$ cat src/rtl/dwc_pkg.sv
package dwc_pkg;

  typedef enum logic [2:0] {
    RULE_NONE       = 3'd0,
    RULE_STRB_WIDTH = 3'd1,
    RULE_WR_WIDTH   = 3'd2,
    RULE_STRB_SETUP = 3'd3,
    RULE_STRB_HOLD  = 3'd4,
    RULE_DATA_SETUP = 3'd5,
    RULE_DATA_HOLD  = 3'd6
  } ruleE;

  localparam int NUM_RULES = 6;

  // observations from datapath to control
  typedef struct packed {
    logic wrFall;
    logic wrRise;
    logic wrLow;
    logic wrLowPrev;
    logic strbIdle;
    logic strbIdlePrev;
    logic strbWidthShort;
    logic wrWidthShort;
    logic dataSetupShort;
    logic dataMovedNow;
    logic dataMovedHeld;
  } obsT;

  // strobes from control to datapath
  typedef struct packed {
    logic captureEdge;
  } ctlT;

  function automatic int ceilDiv(input int num, input int den);
    return (num + den - 1) / den;
  endfunction

endpackage

$ cat src/rtl/dwc_datapath.sv
module dwc_datapath
  import dwc_pkg::*;
#(
  parameter int DATA_W    = 8,
  parameter int STRB_CYC  = 12,
  parameter int WR_CYC    = 12,
  parameter int SETUP_CYC = 12,
  parameter int CNT_W     = 5
) (
  input  logic              clk,
  input  logic              rstN,
  input  logic              csN,
  input  logic              wrN,
  input  logic              ldacN,
  input  logic              dacRstN,
  input  logic [DATA_W-1:0] dataBus,
  input  ctlT               ctl,
  output obsT               obs
);

  localparam int NPIN = 4;  // 0 cs, 1 ldac, 2 wr, 3 converter reset
  localparam logic [CNT_W-1:0] CNT_MAX   = '1;
  localparam logic [CNT_W-1:0] SETUP_LIM = CNT_W'(SETUP_CYC);

  logic [NPIN-1:0]   pinNow;
  logic [NPIN-1:0]   pinPrev;
  logic [NPIN-1:0]   shortRise;
  logic [DATA_W-1:0] dataPrev;
  logic [DATA_W-1:0] heldData;
  logic [CNT_W-1:0]  runLen;
  logic              idlePrev;

  assign pinNow = {dacRstN, wrN, ldacN, csN};

  always_ff @(posedge clk or negedge rstN) begin
    if (!rstN) begin
      pinPrev  <= '1;
      idlePrev <= 1'b1;
    end else begin
      pinPrev  <= pinNow;
      idlePrev <= csN & ldacN;
    end
  end

  // low-run counter per observed pin
  for (genvar i = 0; i < NPIN; i++) begin : g_width
    localparam logic [CNT_W-1:0] MIN_LOW = CNT_W'((i < 2) ? STRB_CYC : WR_CYC);
    logic [CNT_W-1:0] lowCnt;

    always_ff @(posedge clk or negedge rstN) begin
      if (!rstN)           lowCnt <= '0;
      else if (!pinNow[i]) lowCnt <= (lowCnt == CNT_MAX) ? lowCnt : lowCnt + 1'b1;
      else                 lowCnt <= '0;
    end

    assign shortRise[i] = pinNow[i] & ~pinPrev[i] & (lowCnt < MIN_LOW);
  end

  // data stability run length and edge capture
  always_ff @(posedge clk or negedge rstN) begin
    if (!rstN) begin
      dataPrev <= '0;
      runLen   <= '0;
      heldData <= '0;
    end else begin
      dataPrev <= dataBus;
      if (dataBus != dataPrev) runLen <= CNT_W'(1);
      else if (runLen != CNT_MAX) runLen <= runLen + 1'b1;
      if (ctl.captureEdge) heldData <= dataPrev;
    end
  end

  always_comb begin
    obs.wrFall         = ~wrN & pinPrev[2];
    obs.wrRise         = wrN & ~pinPrev[2];
    obs.wrLow          = ~wrN;
    obs.wrLowPrev      = ~pinPrev[2];
    obs.strbIdle       = csN & ldacN;
    obs.strbIdlePrev   = idlePrev;
    obs.strbWidthShort = shortRise[0] | shortRise[1];
    obs.wrWidthShort   = shortRise[2] | shortRise[3];
    obs.dataSetupShort = wrN & ~pinPrev[2] & (runLen < SETUP_LIM);
    obs.dataMovedNow   = dataBus != dataPrev;
    obs.dataMovedHeld  = dataBus != heldData;
  end

endmodule

$ cat config.mk
export PLATFORM = sky130hd
export DESIGN_NAME = dwc_datapath
export DESIGN_NICKNAME = d
export VERILOG_FILES = /design/src/rtl/dwc_pkg.sv /design/src/rtl/dwc_datapath.sv
export SDC_FILE = /design/constraint.sdc
export NUM_CORES = 1
export LEC_CHECK = 0
export CAP_MARGIN = 20
export CORE_UTILIZATION = 44
export DETAILED_ROUTE_END_ITERATION = 7
export GPL_TIMING_DRIVEN = 1
export PLACE_DENSITY = 0.62
export SLEW_MARGIN = 20
export SYNTH_ARGS = -nofsm -noshare
export SYNTH_HDL_FRONTEND = slang
export SYNTH_SLANG_ARGS = --single-unit
$ cat constraint.sdc
create_clock -name clk -period 2.05 [get_ports clk]
set_input_delay 0.3075 -clock clk [delete_from_list [all_inputs] [get_ports clk]]
set_output_delay 0.3075 -clock clk [all_outputs]
set_load 0.02 [all_outputs]
After elaboration in Yosys (flattened, before gate mapping)
Cells that the tools add are included.
{"block": "totals", "regBits": 46, "input_bits": 15, "wordCells": 59}
{"block": "op_classes", "addsub": 5, "order_cmp": 5, "n_eq_ne": 11, "muxes": 10, "n_bitwise": 18, "n_reduce_logical": 1}
{"cell": "$mux 5", "count": 10}
{"cell": "$add 5x1->5 const B", "count": 5}
{"cell": "$lt 5x4->1 const B", "count": 5}
{"cell": "$eq 5x5->1 const B", "count": 4}
{"cell": "$ne 8x8->1", "count": 2}
{"cell": "$and 1x1->1", "count": 11}
{"cell": "$ne 2x2->1 const B", "count": 4}
{"cell": "$ne 5x5->1 const B", "count": 1}
{"cell": "$not 1->1", "count": 5}
{"cell": "$or 1x1->1", "count": 2}
{"cell": "$reduce_bool 2->1", "count": 1}

Depth between registers and ports, before layout
{"block": "depth", "depth_word": 4, "mapped_depth": 6, "mapped_depth_nobuf": 6}

Least setup slack after synthesis
No wires, ideal clock.
{"block": "synth_timing", "kind": "flip-flop to flip-flop", "start": "reg runLen[0]", "end": "reg runLen[0]", "setup_ns": 0.131, "arrival_time_ns": 1.409, "required_time_ns": 1.919, "path_slack_ns": 0.510, "stages_incl_launch_ff": 6, "n_path_buf": 0, "period_less_slack_ns": 1.540, "path_cell_list": "dfrtp_1 ha_1 and3_1 ha_1 xnor2_1 or3_1"}
{"block": "synth_via", "elab_chain_cells": 3, "word_cells_on_any_way": 5}
{"element": "start: declaration", "line_no": "dwc_datapath.sv:30", "source": "logic [CNT_W-1:0] runLen;"}
{"element": "start signal: assignment", "line_no": "dwc_datapath.sv:68", "source": "else if (runLen != CNT_MAX) runLen <= runLen + 1'b1;"}
{"element": "$add 5x1->5", "line_no": "dwc_datapath.sv:68"}
{"element": "$mux 5", "line_no": "dwc_datapath.sv:68"}
{"element": "$mux 5", "line_no": "dwc_datapath.sv:67", "source": "if (dataBus != dataPrev) runLen <= CNT_W'(1);"}
Parallel ways exist; a longest one is shown, timed or not. The select of a mux whose other input is x is not followed.
A chain may end at the register's enable or synchronous reset.

==> out/qor.txt <==
Setup CP Type -> primary input to primary output
Simple-Gate Fraction of Synth Area -> 13.2%
Worst hold slack -> 488 ps
Number of flops mapped to enable cells by yosys -> 0
Post-CTS setup repair buffer count -> 0
Clock root buffer -> clkbuf_8
Most frequent cells in the layout -> dfrtp_1, nor2_1, clkdlybuf4s50_1, xor2_1, xnor2_1
1st-pass router iterations -> 6
Synth Cell Area -> 2090 um^2
Worst vdd ir -> 0.465 mV
Post-synthesis mux area share -> 9.09%
WL per Instance -> 13.7 um
Die Span Y -> 71.0 um
Startpoint types -> primary input
Synth cell types -> 26
Commonest non-fill, non-tap cell in the layout -> dfrtp_1
Cell taking the most area after synthesis -> dfrtp_1
DR vias -> 1364
Critical path required time -> 1740 ps
Core Util, Final -> 57.5%
Port Buffers -> 25
Area Overhead vs Synth -> 22.8%
XOR/XNOR Fraction of Synth Area -> 13.0%
Placed cell count -> 252
Layout Cells excl Fill -> 261
IO Count -> 26
Synth area leaders -> dfrtp_1, xor2_1, dfstp_2
Final hold vios -> 0
Final setup vio count -> 0
Routed wire length -> 3.56 mm
Crit path largest cell delay -> 530 ps
Max Slew Vio Count -> 0
Vias in the first global route -> 1478
Core ar. -> 4470 um^2
Sequential cell area -> 1160 um^2
Top cell type's share of synthesized area -> 49.0%
Min-delay worst type -> primary input to asynchronous set/reset pin
Fmax -> 0.507 GHz
Starting density of the core -> 46.8%
First-pass GRT wire length -> 6.52 mm
Bufs and invs on worst path -> 2
RD Place Congestion -> 0.746
CTS tree -> yes
DRC Markers -> 0
Crit path DAT -> 1660 ps
H-tree Lvls -> 2
Largest family of logic cells by synthesized area -> simple AND/OR/NAND/NOR gates
Mean number of vias per cell -> 5.23
Area of the multi-input gates -> 921 um^2
Gr ovfl total -> 0
Fin Clk Skew -> 11.5 ps
Clock sinks -> 46
Main flop type after synthesis -> dfrtp_1
Gate Count Post-Synth -> 169
Die area -> 5040 um^2
Clk_lat worst skew -> 300 ps
Crit-path cells -> clkdlybuf4s50_1 > xnor2_1 > nand4_2 > or2_1 > clkdlybuf4s15_1
FF-to-FF setup slack -> 340 ps
Largest net degree at the start of global routing -> 29
Yosys reg bits -> 46
Number of antenna violations at the first check in global routing -> 0
Stages on the worst setup path -> 5
# rows -> 24
Layout cell share with drive strength beyond 1 -> 15.8%
Post-Synth Adder-Cell Area -> 5.98%
Crit path max fanout -> 3
Slew margin rel. -> 69.0%
Starting DRT DRC Count -> 45
# Max-Cap Violations -> 0
Fin nets -> 233
Cell Pwr Density -> 680 nW/um^2
Crit. End Element -> primary output
Async S/R FF share, synth -> 100%
DP HPWL -> 2.63 mm
Post-synthesis compound-gate area fraction -> 2.15%
Post-synthesis sequential area ratio -> 55.3%
Routed Antenna Nets -> 0
Fin crit share -> 96.2%
Inserted Diodes -> 0
Cell family with most CP delay -> buffers and inverters
Syn_nets -> 194
CTS max path bufs -> 2
Worst reg2reg path depth -> 6
Least-Margin Pin Slew -> 465 ps
Total power -> 1.75 mW
Slowest-stage cell, CP -> clkdlybuf4s50_1
GRT Total Usage -> 16.7%
Leak -> 1.18 nW
RSZ-0062 raised after global routing -> yes
Final Critical Period -> 1970 ps
YS warnings -> 0
# fillers -> 390
Total CTS buffers -> 5
Status -> finished clean
Worst-path clk slew -> 90 ps
Avg Cell Area, Syn -> 12.4 um^2
Die width -> 71.0 um
==> final cells by class <==
class,instances,share of cell area [%]
Clock buffer,6,2.82
Clock inverter,2,0.389
Inverter,3,0.438
Multi-Input combinational cell,117,35.8
Sequential cell,46,45.0
Tap cell,52,2.53
Timing Repair Buffer,35,13.0
==> Yosys cell counts (5+ instances only) <==
| master | n |
|---|---|
| mux2_2 | 8 |
| nand4b_1 | 5 |
| mux2i_1 | 10 |
| nor2b_1 | 5 |
| xnor2_1 | 14 |
| nor2_1 | 21 |
| a211oi_1 | 5 |
| and3_1 | 5 |
| ha_1 | 10 |
| xor2_1 | 17 |
| dfrtp_1 | 41 |
| dfstp_2 | 5 |
==> path summary, 6_finish.rpt <==
check,start,to
min in group clk,dataPrev[4],heldData[4]
max,dataBus[1],obs[1]
min,rstN,g_width[2].lowCnt[1]
max in group asynchronous,rstN,pinPrev[0]
max reg2reg,runLen[0],runLen[3]
min reg2reg,dataPrev[4],heldData[4]
==> layer usage <==
metal,wire [um],up-vias,GRT usage (%)
met5,0,-,0
met3,116,7,4.70
met1,1570,686,20.1
met2,1820,19,28.7
met4,58,0,6.00
li1,-,652,-
==> cell families (layout without fill, tap and decap cells) <==
group	after synthesis	count (layout)
AOI/OAI and AO/OA	6	6
xor gates and xnor gates	31	31
adders and majority gates	10	10
buffers and inverters	6	46
DFF	46	46
muxes	18	18
and+or+nand+nor	52	52
==> worst register-to-register path: stages (launching register included) <==
cell	delay, ps
dfrtp_1	420
ha_1	220
and3_1	180
ha_1	260
nand4b_1	220
xor2_1	160
nor3_1	160
==> sequential cells by signal (all words and copies together) (netlist names) <==
| register | cells |
|---|---|
| dataPrev | 8 |
| g_width.lowCnt | 20 |
| heldData | 8 |
| idlePrev | 1 |
| pinPrev | 4 |
| runLen | 5 |
==> timing repair <==
action	4_1_cts	5_1_grt
hold buffers	1	0
pin swaps	0	3
gates cloned	0	0
endpoints found under the setup margin	4	2
endpoints found under the hold margin	16	0
gates resized for setup	5	3
==> power breakdown <==
part           internal, mW  switching, mW  leakage, nW
logic                 0.118          0.105        0.567
clock network         0.237          0.291       0.0450
registers             0.959         0.0376        0.573
total                  1.31          0.434         1.18
==> through the flow <==
step	setup WS [ps]	setup TNS [ps]	instance area, um^2
6_report	78.4	0	2570
5_1_grt	-3.83	-3.83	2570
4_1_cts	7.17	0	2560
3_5_place_dp	-191	-463	2470
3_3_place_gp	-165	-420	2470
2_1_floorplan	510	0	2090
Note: power is estimated with default switching activity, not from simulation.
